$ cat src/rtl/atf_pkg.sv
package atf_pkg;
   localparam int SAMPLE_W = 20;
   localparam int WORD_W   = 32;
   localparam int HALF_W   = 16;

   typedef logic [SAMPLE_W-1:0] sample_t;

   typedef enum logic [1:0] {
      WC_16 = 2'd0,
      WC_18 = 2'd1,
      WC_20 = 2'd2,
      WC_12 = 2'd3
   } width_code_e;

   // left shift that puts a sample's MSB at bit 19 (non-compact)
   function automatic logic [4:0] loose_shift(width_code_e wc);
      case (wc)
         WC_12:   return 5'd8;
         WC_16:   return 5'd4;
         WC_18:   return 5'd2;
         default: return 5'd0;
      endcase
   endfunction

   function automatic logic packing_legal(width_code_e wc);
      return (wc == WC_16) || (wc == WC_12);
   endfunction
endpackage

$ cat src/rtl/atf_sample_packer.sv
module atf_sample_packer
   import atf_pkg::*;
(
   input  logic [WORD_W-1:0] word,
   input  logic [1:0]        width_code,
   input  logic              compact_req,
   output logic              is_pair,
   output sample_t           samp0,
   output sample_t           samp1
);
   width_code_e        wc;
   logic [4:0]         nc_shift;
   logic [4:0]         c_shift;
   logic [WORD_W-1:0]  nc_word;
   sample_t            half_s [2];

   assign wc       = width_code_e'(width_code);
   assign nc_shift = loose_shift(wc);
   assign c_shift  = (wc == WC_12) ? 5'd8 : 5'd4;
   assign is_pair  = compact_req && packing_legal(wc);
   assign nc_word  = word << nc_shift;

   for (genvar h = 0; h < 2; h++) begin : g_half
      logic [SAMPLE_W+HALF_W-1:0] wide;
      assign wide      = {{SAMPLE_W{1'b0}}, word[HALF_W*h +: HALF_W]} << c_shift;
      assign half_s[h] = wide[SAMPLE_W-1:0];
   end

   assign samp0 = is_pair ? half_s[0] : nc_word[SAMPLE_W-1:0];
   assign samp1 = half_s[1];
endmodule

$ cat src/rtl/atf_ring.sv
module atf_ring
   import atf_pkg::*;
#(
   parameter  int DEPTH = 8,
   localparam int AW    = $clog2(DEPTH),
   localparam int LW    = AW + 1
) (
   input  logic          clk,
   input  logic          rst_n,
   input  logic          wr_req,
   input  logic          is_pair,
   input  sample_t       din0,
   input  sample_t       din1,
   input  logic          pop_pair,
   output logic          accepted,
   output sample_t       dout0,
   output sample_t       dout1,
   output logic [LW-1:0] level,
   output logic [LW-1:0] level_wr,
   output logic [LW-1:0] level_nx
);
   sample_t        mem [DEPTH];
   logic [AW-1:0]  wp, rp, wp_n1, rp_n1;
   logic [LW-1:0]  push_cnt;
   logic           room;

   assign room     = is_pair ? ((int'(level) + 2) < DEPTH) : (int'(level) < DEPTH);
   assign accepted = wr_req && room;
   assign push_cnt = !accepted ? LW'(0) : (is_pair ? LW'(2) : LW'(1));
   assign level_wr = level + push_cnt;
   assign level_nx = level_wr - (pop_pair ? LW'(2) : LW'(0));

   assign wp_n1 = wp + 1'b1;
   assign rp_n1 = rp + 1'b1;
   assign dout0 = mem[rp];
   assign dout1 = mem[rp_n1];

   always_ff @(posedge clk) begin
      for (int i = 0; i < DEPTH; i++) begin
         if (accepted && (wp == AW'(i)))
            mem[i] <= din0;
         else if (accepted && is_pair && (wp_n1 == AW'(i)))
            mem[i] <= din1;
      end
   end

   always_ff @(posedge clk) begin
      if (!rst_n) begin
         wp    <= '0;
         rp    <= '0;
         level <= '0;
      end else begin
         wp    <= wp + AW'(push_cnt);
         if (pop_pair)
            rp <= rp + AW'(2);
         level <= level_nx;
      end
   end
endmodule

$ cat src/rtl/atf_drain_ctl.sv
module atf_drain_ctl #(
   parameter  int DEPTH = 8,
   localparam int LW    = $clog2(DEPTH) + 1,
   localparam int HALF  = DEPTH / 2
) (
   input  logic          clk,
   input  logic          rst_n,
   input  logic          tx_en,
   input  logic [1:0]    slot_sel,
   input  logic [LW-1:0] level,
   input  logic          pair_ready,
   output logic          pair_valid,
   output logic          fire
);
   logic burst_q;
   logic go, enough, start;

   assign go         = tx_en && (|slot_sel);
   assign enough     = level >= LW'(2);
   assign start      = level >= LW'(HALF);
   assign pair_valid = go && enough && (start || burst_q);
   assign fire       = pair_valid && pair_ready;

   always_ff @(posedge clk) begin
      if (!rst_n) burst_q <= 1'b0;
      else        burst_q <= fire;
   end
endmodule

$ cat src/rtl/atf_status.sv
module atf_status #(
   parameter  int DEPTH = 8,
   localparam int LW    = $clog2(DEPTH) + 1,
   localparam int HALF  = DEPTH / 2
) (
   input  logic          clk,
   input  logic          rst_n,
   input  logic          wr_req,
   input  logic [LW-1:0] level_wr,
   input  logic          fire,
   input  logic [LW-1:0] level_nx,
   output logic          flag_empty,
   output logic          flag_half,
   output logic          flag_full,
   output logic          flag_underrun
);
   logic e_d, h_d, f_d, u_d;

   always_comb begin
      e_d = flag_empty;
      h_d = flag_half;
      f_d = flag_full;
      u_d = flag_underrun;
      if (wr_req) begin
         if (level_wr != '0) begin
            e_d = 1'b0;
            u_d = 1'b0;
         end
         if (level_wr >= LW'(HALF))  h_d = 1'b0;
         if (level_wr >= LW'(DEPTH)) f_d = 1'b1;
      end
      if (fire) begin
         f_d = 1'b0;
         if (level_nx <= LW'(HALF)) h_d = 1'b1;
         if (level_nx == '0) begin
            e_d = 1'b1;
            u_d = 1'b1;
         end
      end
   end

   always_ff @(posedge clk) begin
      if (!rst_n) begin
         flag_empty    <= 1'b1;
         flag_half     <= 1'b1;
         flag_full     <= 1'b0;
         flag_underrun <= 1'b0;
      end else begin
         flag_empty    <= e_d;
         flag_half     <= h_d;
         flag_full     <= f_d;
         flag_underrun <= u_d;
      end
   end
endmodule

$ cat src/rtl/audio_tx_fifo.sv
module audio_tx_fifo
   import atf_pkg::*;
#(
   parameter  int DEPTH = 8,
   localparam int LW    = $clog2(DEPTH) + 1
) (
   input  logic                   clk,
   input  logic                   rst_n,
   input  logic                   wr_en,
   input  logic [31:0]            wr_data,
   input  logic                   tx_en,
   input  logic [1:0]             width_code,
   input  logic                   compact_req,
   input  logic [1:0]             slot_sel,
   input  logic                   pair_ready,
   output logic                   pair_valid,
   output logic [2*SAMPLE_W-1:0]  pair_data,
   output logic                   flag_empty,
   output logic                   flag_half,
   output logic                   flag_full,
   output logic                   flag_underrun,
   output logic [LW-1:0]          level
);
   if (DEPTH < 8 || DEPTH > 2048 || (DEPTH & (DEPTH - 1)) != 0) begin : g_bad_depth
      $error("audio_tx_fifo: DEPTH must be a power of two from 8 to 2048");
   end

   logic          is_pair, accepted, fire;
   sample_t       samp0, samp1, dout0, dout1;
   logic [LW-1:0] level_wr, level_nx;

   atf_sample_packer u_packer (
      .word        (wr_data),
      .width_code  (width_code),
      .compact_req (compact_req),
      .is_pair     (is_pair),
      .samp0       (samp0),
      .samp1       (samp1)
   );

   atf_ring #(.DEPTH(DEPTH)) u_ring (
      .clk      (clk),
      .rst_n    (rst_n),
      .wr_req   (wr_en),
      .is_pair  (is_pair),
      .din0     (samp0),
      .din1     (samp1),
      .pop_pair (fire),
      .accepted (accepted),
      .dout0    (dout0),
      .dout1    (dout1),
      .level    (level),
      .level_wr (level_wr),
      .level_nx (level_nx)
   );

   atf_drain_ctl #(.DEPTH(DEPTH)) u_drain (
      .clk        (clk),
      .rst_n      (rst_n),
      .tx_en      (tx_en),
      .slot_sel   (slot_sel),
      .level      (level),
      .pair_ready (pair_ready),
      .pair_valid (pair_valid),
      .fire       (fire)
   );

   atf_status #(.DEPTH(DEPTH)) u_status (
      .clk           (clk),
      .rst_n         (rst_n),
      .wr_req        (wr_en),
      .level_wr      (level_wr),
      .fire          (fire),
      .level_nx      (level_nx),
      .flag_empty    (flag_empty),
      .flag_half     (flag_half),
      .flag_full     (flag_full),
      .flag_underrun (flag_underrun)
   );

   assign pair_data = {dout0, dout1};

   logic unused_ok;
   assign unused_ok = accepted;
endmodule

$ cat config.mk
export PLATFORM = sky130hd
export DESIGN_NAME = audio_tx_fifo
export DESIGN_NICKNAME = d
export VERILOG_FILES = /design/src/rtl/atf_pkg.sv /design/src/rtl/atf_sample_packer.sv /design/src/rtl/atf_ring.sv /design/src/rtl/atf_drain_ctl.sv /design/src/rtl/atf_status.sv /design/src/rtl/audio_tx_fifo.sv
export SDC_FILE = /design/constraint.sdc
export NUM_CORES = 1
export LEC_CHECK = 0
export ABC_CLOCK_PERIOD_IN_PS = 3500
export BUFFER_PORTS_ARGS = -buffer_cell sky130_fd_sc_hd__buf_4
export CAP_MARGIN = 20
export CELL_PAD_IN_SITES_DETAIL_PLACEMENT = 1
export CELL_PAD_IN_SITES_GLOBAL_PLACEMENT = 2
export CORE_MARGIN = 2
export CORE_UTILIZATION = 39
export CTS_BUF_LIST = sky130_fd_sc_hd__clkbuf_8
export DETAILED_ROUTE_END_ITERATION = 10
export PLACE_DENSITY_LB_ADDON = 0.1
export SYNTH_ARGS = -nofsm -noshare
export SYNTH_HDL_FRONTEND = slang
export SYNTH_SLANG_ARGS = --single-unit
$ cat constraint.sdc
create_clock -name clk -period 3.5 [get_ports clk]
set_input_delay 0.525 -clock clk [delete_from_list [all_inputs] [get_ports clk]]
set_output_delay 0.525 -clock clk [all_outputs]
set_load 0.005 [all_outputs]
; ---- Word level (Yosys, flattened, before mapping)
; Memory sizes are Yosys's and may differ from the RTL's. A register that Yosys moved wholly into a read port is not among the register bits.
; Cells that the tools add are included.
[word_totals]
word_cells = 177
inputBits = 42
mem_bits_rw = 160
memories = 1
reg_bits = 15
output_inout_bits = 49
[classes]
addsub = 7
n_reduce_logical = 39
bitwise_logic = 9
eq_ne = 16
order_cmp = 7
n_mux = 87
n_shift = 3
[memory_table]
columns = memory, depth, word_bits, rd, rd_ports_with_merged_regs, wr, line
row1 = u_ring.mem, 8, 20, 2, 1, 2, atf_ring.sv:22  ; sample_t mem [DEPTH];
[op_table]
columns = cell, count
row1 = $mux W20, 15
row2 = $reduce_or A20 Y1, 6
row3 = $mux W1, 59
row4 = $shl A16 B5 Y20, 2
row5 = $lt A32 B5 Y1 const B, 1
row6 = $shl A32 B4 Y20, 1
row7 = $eq A3 B3 Y1 const B, 8
row8 = $mux W3, 8
row9 = $logic_and A1 B1 Y1, 23
row10 = $eq A3 B2 Y1 const B, 4
row11 = $pmux W4 S3, 1
row12 = $ge A4 B3 Y1 const B, 2
row13 = $mux W4, 2
row14 = $or A1 B1 Y1, 8
row15 = $add A3 B1 Y3 const B, 2
row16 = $eq A3 B1 Y1 const B, 2
row17 = $logic_not A3 Y1, 2
row18 = $add A4 B2 Y5 const B, 1
row19 = $add A4 B4 Y4, 1
row20 = $ge A4 B2 Y1 const B, 1
row21 = $ge A4 B4 Y1 const B, 1
row22 = $le A4 B3 Y1 const B, 1
row23 = $logic_not A4 Y1, 1
row24 = $lt A4 B4 Y1 const B, 1
row25 = 12 further kinds, 15

; ---- Depth between registers and ports, before layout
[depth]
ltp_word = 15
depth_mapped = 14
ltp_nobuf = 11

; ---- Cells and area by module
; A second synthesis with hierarchy kept.
[hier_totals]
hier_cells = 667
hier_area_um2 = 10144.7
[by_module_without_submodules]
columns = mod, cells_per_inst, seq_area_each_um2, n_inst, area_each_um2
row1 = atf_ring, 484, 5024.8, 1, 8523.2
row2 = atf_sample_packer, 159, 0.0, 1, 1383.8
row3 = atf_status, 17, 80.1, 1, 177.7
row4 = atf_drain_ctl, 7, 20.0, 1, 60.1

; ---- Worst setup path after synthesis
; Ideal clock, no wire load.
[synth_timing]
kind = in2reg
from = input width_code[0]
to = register u_status.flag_underrun
cell_stages = 14
arrival_time_ps = 3218
setup_ps = 92
path_buffers = 3
path_slack_ps = 190
required_time_ps = 3408
path_cell_list = inv_1 -> ha_1 -> nor2b_2 -> buf_6 -> buf_6 -> buf_2 -> nor2_1 -> ha_1 -> inv_1 -> fa_1 -> ha_1 -> ha_1 -> xor3_1 -> o32ai_1
[synth_between]
elab_chain_len = 12
elab_cells_between_ends = 16
classes_between = 2 x add/sub / 1 x eq/ne / 7 x mux / 6 x reduce/logical
[synth_lines]
columns = element, line
row1 = start: declaration, audio_tx_fifo.sv:12  ; input logic [1:0] width_code,
row2 = $eq A2 B2 Y1 / $logic_not A2 Y1 (equally long branches), atf_pkg.sv:26  ; return (wc == WC_16) || (wc == WC_12);
row3 = $logic_or A1 B1 Y1 *, atf_pkg.sv:26
row4 = $logic_and A1 B1 Y1 *, atf_sample_packer.sv:20  ; assign is_pair = compact_req && packing_legal(wc);
row5 = $mux W1, atf_ring.sv:27  ; assign room = is_pair ? ((int'(level) + 2) < DEPTH) : (int'(level) < DEPTH);
row6 = $logic_and A1 B1 Y1, atf_ring.sv:28  ; assign accepted = wr_req && room;
row7 = $mux W4 *, atf_ring.sv:29  ; assign push_cnt = !accepted ? LW'(0) : (is_pair ? LW'(2) : LW'(1));
row8 = $add A4 B4 Y4 *, atf_ring.sv:30  ; assign level_wr = level + push_cnt;
row9 = "parallel branches: the longest is 4 deep, another holds $sub A4 B4 Y4", -
row10 = $mux W1 *, atf_status.sv:32  ; if (fire) begin
row11 = end signal: assignment, atf_status.sv:52  ; flag_underrun <= u_d;
row12 = end: declaration, atf_status.sv:15  ; output logic flag_underrun
; Every way passes the cells marked *.
; A chain may end at the register's enable or synchronous reset.

==> impl_metrics.env <==
export IMPL_status="completed"
export IMPL_cp_data_arrival_time_ps=3110
export IMPL_setup_tns_ps=0
export IMPL_clock_latency_ps=470
export IMPL_r2r_start="u_ring.wp[0]$_SDFF_PN0_"
export IMPL_cts_resized=0
export IMPL_critPathLaunch="u_ring.wp[0]$_SDFF_PN0_"
export IMPL_fmax_mhz=341
export IMPL_synth_distinct_cells=63
export IMPL_gp_congestion=0.817
export IMPL_ir_worst_vdd_uv=205
export IMPL_worst_hold_slack_ps=290
export IMPL_synth_flop_cell="edfxtp_1"
export IMPL_areaGrowthSynthToFinish_pct=16.2
export IMPL_r2r_slack_ps=570
export IMPL_ys_seq_elements=176
export IMPL_finalNetCount=920
export IMPL_synth_area_mm2=0.00985
export IMPL_r2r_end="u_ring.mem[3][7]$_DFFE_PP_"
export IMPL_root_buffer="clkbuf_8"
export IMPL_cp_end_kind="register"
export IMPL_synth_area_leaders="edfxtp_1 49%, mux4_2 9.1%, o31ai_1 6.0%"
export IMPL_synth_net_count=830
export IMPL_critPathRequiredTime_ps=3680
export IMPL_rsz0062_at_grt="false"
export IMPL_slowest_stage="and2_1"
export IMPL_start_util_pct=39.5
export IMPL_slew_violations=0
export IMPL_hold_path_class="input port to register"
export IMPL_crit_chain="nand2_1, inv_1, ha_1, inv_2, nor4_2, and2_1, o21ai_0"
export IMPL_io_pins=91
export IMPL_die_area_mm2=0.0265
export IMPL_fin_crit_sh_pct=83.7
export IMPL_synth_area_leader_cell="edfxtp_1"
export IMPL_setup_viol=0
export IMPL_grt_usage_pct=23.6
export IMPL_slowest_delay_ps=650
export IMPL_drtIter0Drc=612
export IMPL_tightest_slew_ps=981
export IMPL_drv_cap=0
export IMPL_fp_dieH_um=163
export IMPL_cts_setup_buffers=0
export IMPL_clk_pin_slew_ps=110
export IMPL_drc=0
export IMPL_coreArea_mm2=0.0250
export IMPL_drive_above_1_share_pct=30.3
export IMPL_fp_dieW_um=163
export IMPL_drt_wirelength_per_cell_um=25.0
export IMPL_leakagePower_nw=3.66
export IMPL_grt_antenna_before_repair=0
export IMPL_cts_buffers=17
export IMPL_yosysTopAreaCellShare_pct=48.8
export IMPL_min_path_cells=2
export IMPL_via_per_inst=5.96
export IMPL_yosysMostFrequentCell="edfxtp_1"
export IMPL_hold_viol_final=0
export IMPL_antenna_cells=0
export IMPL_dp_final_hpwl_mm=20.7
export IMPL_grt_pass1_vias=7555
export IMPL_hold_buffers=0
export IMPL_crit_path_end="u_ring.mem[3][7]$_DFFE_PP_"
export IMPL_relSlewSlack_pct=34.6
export IMPL_clkSinkCount=176
export IMPL_std_cell_rows=58
export IMPL_htreeDepth=4
export IMPL_routed_wl_mm=30.2
export IMPL_powerDensity_mw_per_mm2=433
export IMPL_synth_edf_count=160
export IMPL_io_buffers=90
export IMPL_grt_start_max_net_pins=42
export IMPL_r2r_cells=7
export IMPL_critPathLaunchType="register"
export IMPL_cts_tree="built"
export IMPL_grt_pass1_wl_mm=46.0
export IMPL_cts_buffer_depth=2
export IMPL_crit_fanout=12
export IMPL_fin_skew_ps=19.8
export IMPL_synth_common_cells="160 x edfxtp_1, 109 x nand2_1, 79 x o31ai_1, 40 x mux4_2, 37 x mux2i_1"
export IMPL_syn_inst=776
export IMPL_avgSynthCellArea_um2=12.7
export IMPL_globalRouteOverflowTotal=0
export IMPL_vias=7203
export IMPL_period_minus_slack_ps=2930
export IMPL_yosysSeqAreaShare_pct=52.0
export IMPL_synth_async_reset_ratio_pct=0
export IMPL_drt_pass1_iter_count=5
export IMPL_ant_nets=0
export IMPL_yosys_warnings=0
export IMPL_critPathKind="register to register"
==> worst min-delay path by stage <==
stage                                    start                         endpoint  slack, ps
2_1_floorplan  u_status.flag_full$_SDFFE_PP0P_  u_status.flag_full$_SDFFE_PP0P_        450
3_3_place_gp   u_status.flag_full$_SDFFE_PP0P_  u_status.flag_full$_SDFFE_PP0P_        450
3_5_place_dp   u_status.flag_full$_SDFFE_PP0P_  u_status.flag_full$_SDFFE_PP0P_        470
4_1_cts                                  rst_n   u_status.flag_empty$_SDFF_PN1_        270
5_1_grt                                  rst_n    u_status.flag_half$_SDFF_PN1_        280
6_report                                 rst_n   u_status.flag_empty$_SDFF_PN1_        290
==> cell families after synthesis <==
kind of cell	count (synthesis)	synth area share (%)
and+or+nand+nor	239	12.1
DFF	176	52.0
AOI/OAI and AO/OA	173	15.3
muxes	87	14.0
buffers and inverters	84	4.26
adders and majority gates	12	1.68
xor gates and xnor gates	5	0.597
==> per-layer routing <==
layer | global-route usage, % | wire length, um | vias up
met3 | 3.92 | 1680 | 53
met5 | 0 | 0 | -
met2 | 39.0 | 14500 | 252
li1 | - | - | 3196
met4 | 7.32 | 720 | 0
met1 | 31.8 | 13400 | 3702
==> state kept, by name (all words and copies together) (netlist names), 2 cells and up, named ones only <==
signal and count:
u_ring.level 4, u_ring.mem 160, u_ring.rp 2, u_ring.wp 3
==> where the power goes <==
group	switching [mW]	leakage [nW]	internal, mW
clock network	0.842	0.193	0.587
registers	0.0372	1.60	2.46
logic	0.603	1.87	0.430
==> critical path: cells and delay by family (launching register included) <==
family	cells	cell delay, ps
adder cells (fa/ha/maj)	1	540
AND/OR/NAND/NOR	3	1200
flip-flops	1	390
buffers and inverters	2	290
AO/OA/AOI/OAI	1	220
==> placed cells by master, fill, tap and decap left out, types with 7 or more instances in the layout <==
cell type	n
nand2_1	109
mux2_2	10
clkbuf_8	17
nor2_1	33
o21ai_1	10
and2_1	7
buf_4	133
o31ai_1	79
o21ai_0	32
edfxtp_1	160
ha_1	9
mux2i_1	37
mux4_2	40
inv_1	17
nor3_1	36
nand3b_1	7
a2111oi_4	12
dfxtp_1	16
nand3_1	14
==> layout make-up <==
cell class / count / area [um^2]
clock buffer: 17 / 234
sequential: 176 / 5120
fill: 2612 / 13500
tap: 330 / 413
multi-input combinational: 516 / 4410
clock inverter: 15 / 153
inverter: 20 / 75.1
timing repair buffer: 135 / 1040
==> through the flow <==
stage	worst slack (ps)	area, um^2	std cells	power [mW]	util (%)
detailed placement	299	11100	1177	3.58	44.3
finish	571	11400	1209	4.96	45.8
CTS	596	11400	1209	5.00	45.8
global placement	412	11100	1177	3.54	44.3
global route	408	11400	1209	5.15	45.8
floorplan	190	9850	776	3.15	-
Power figures use the tool's default switching activity.
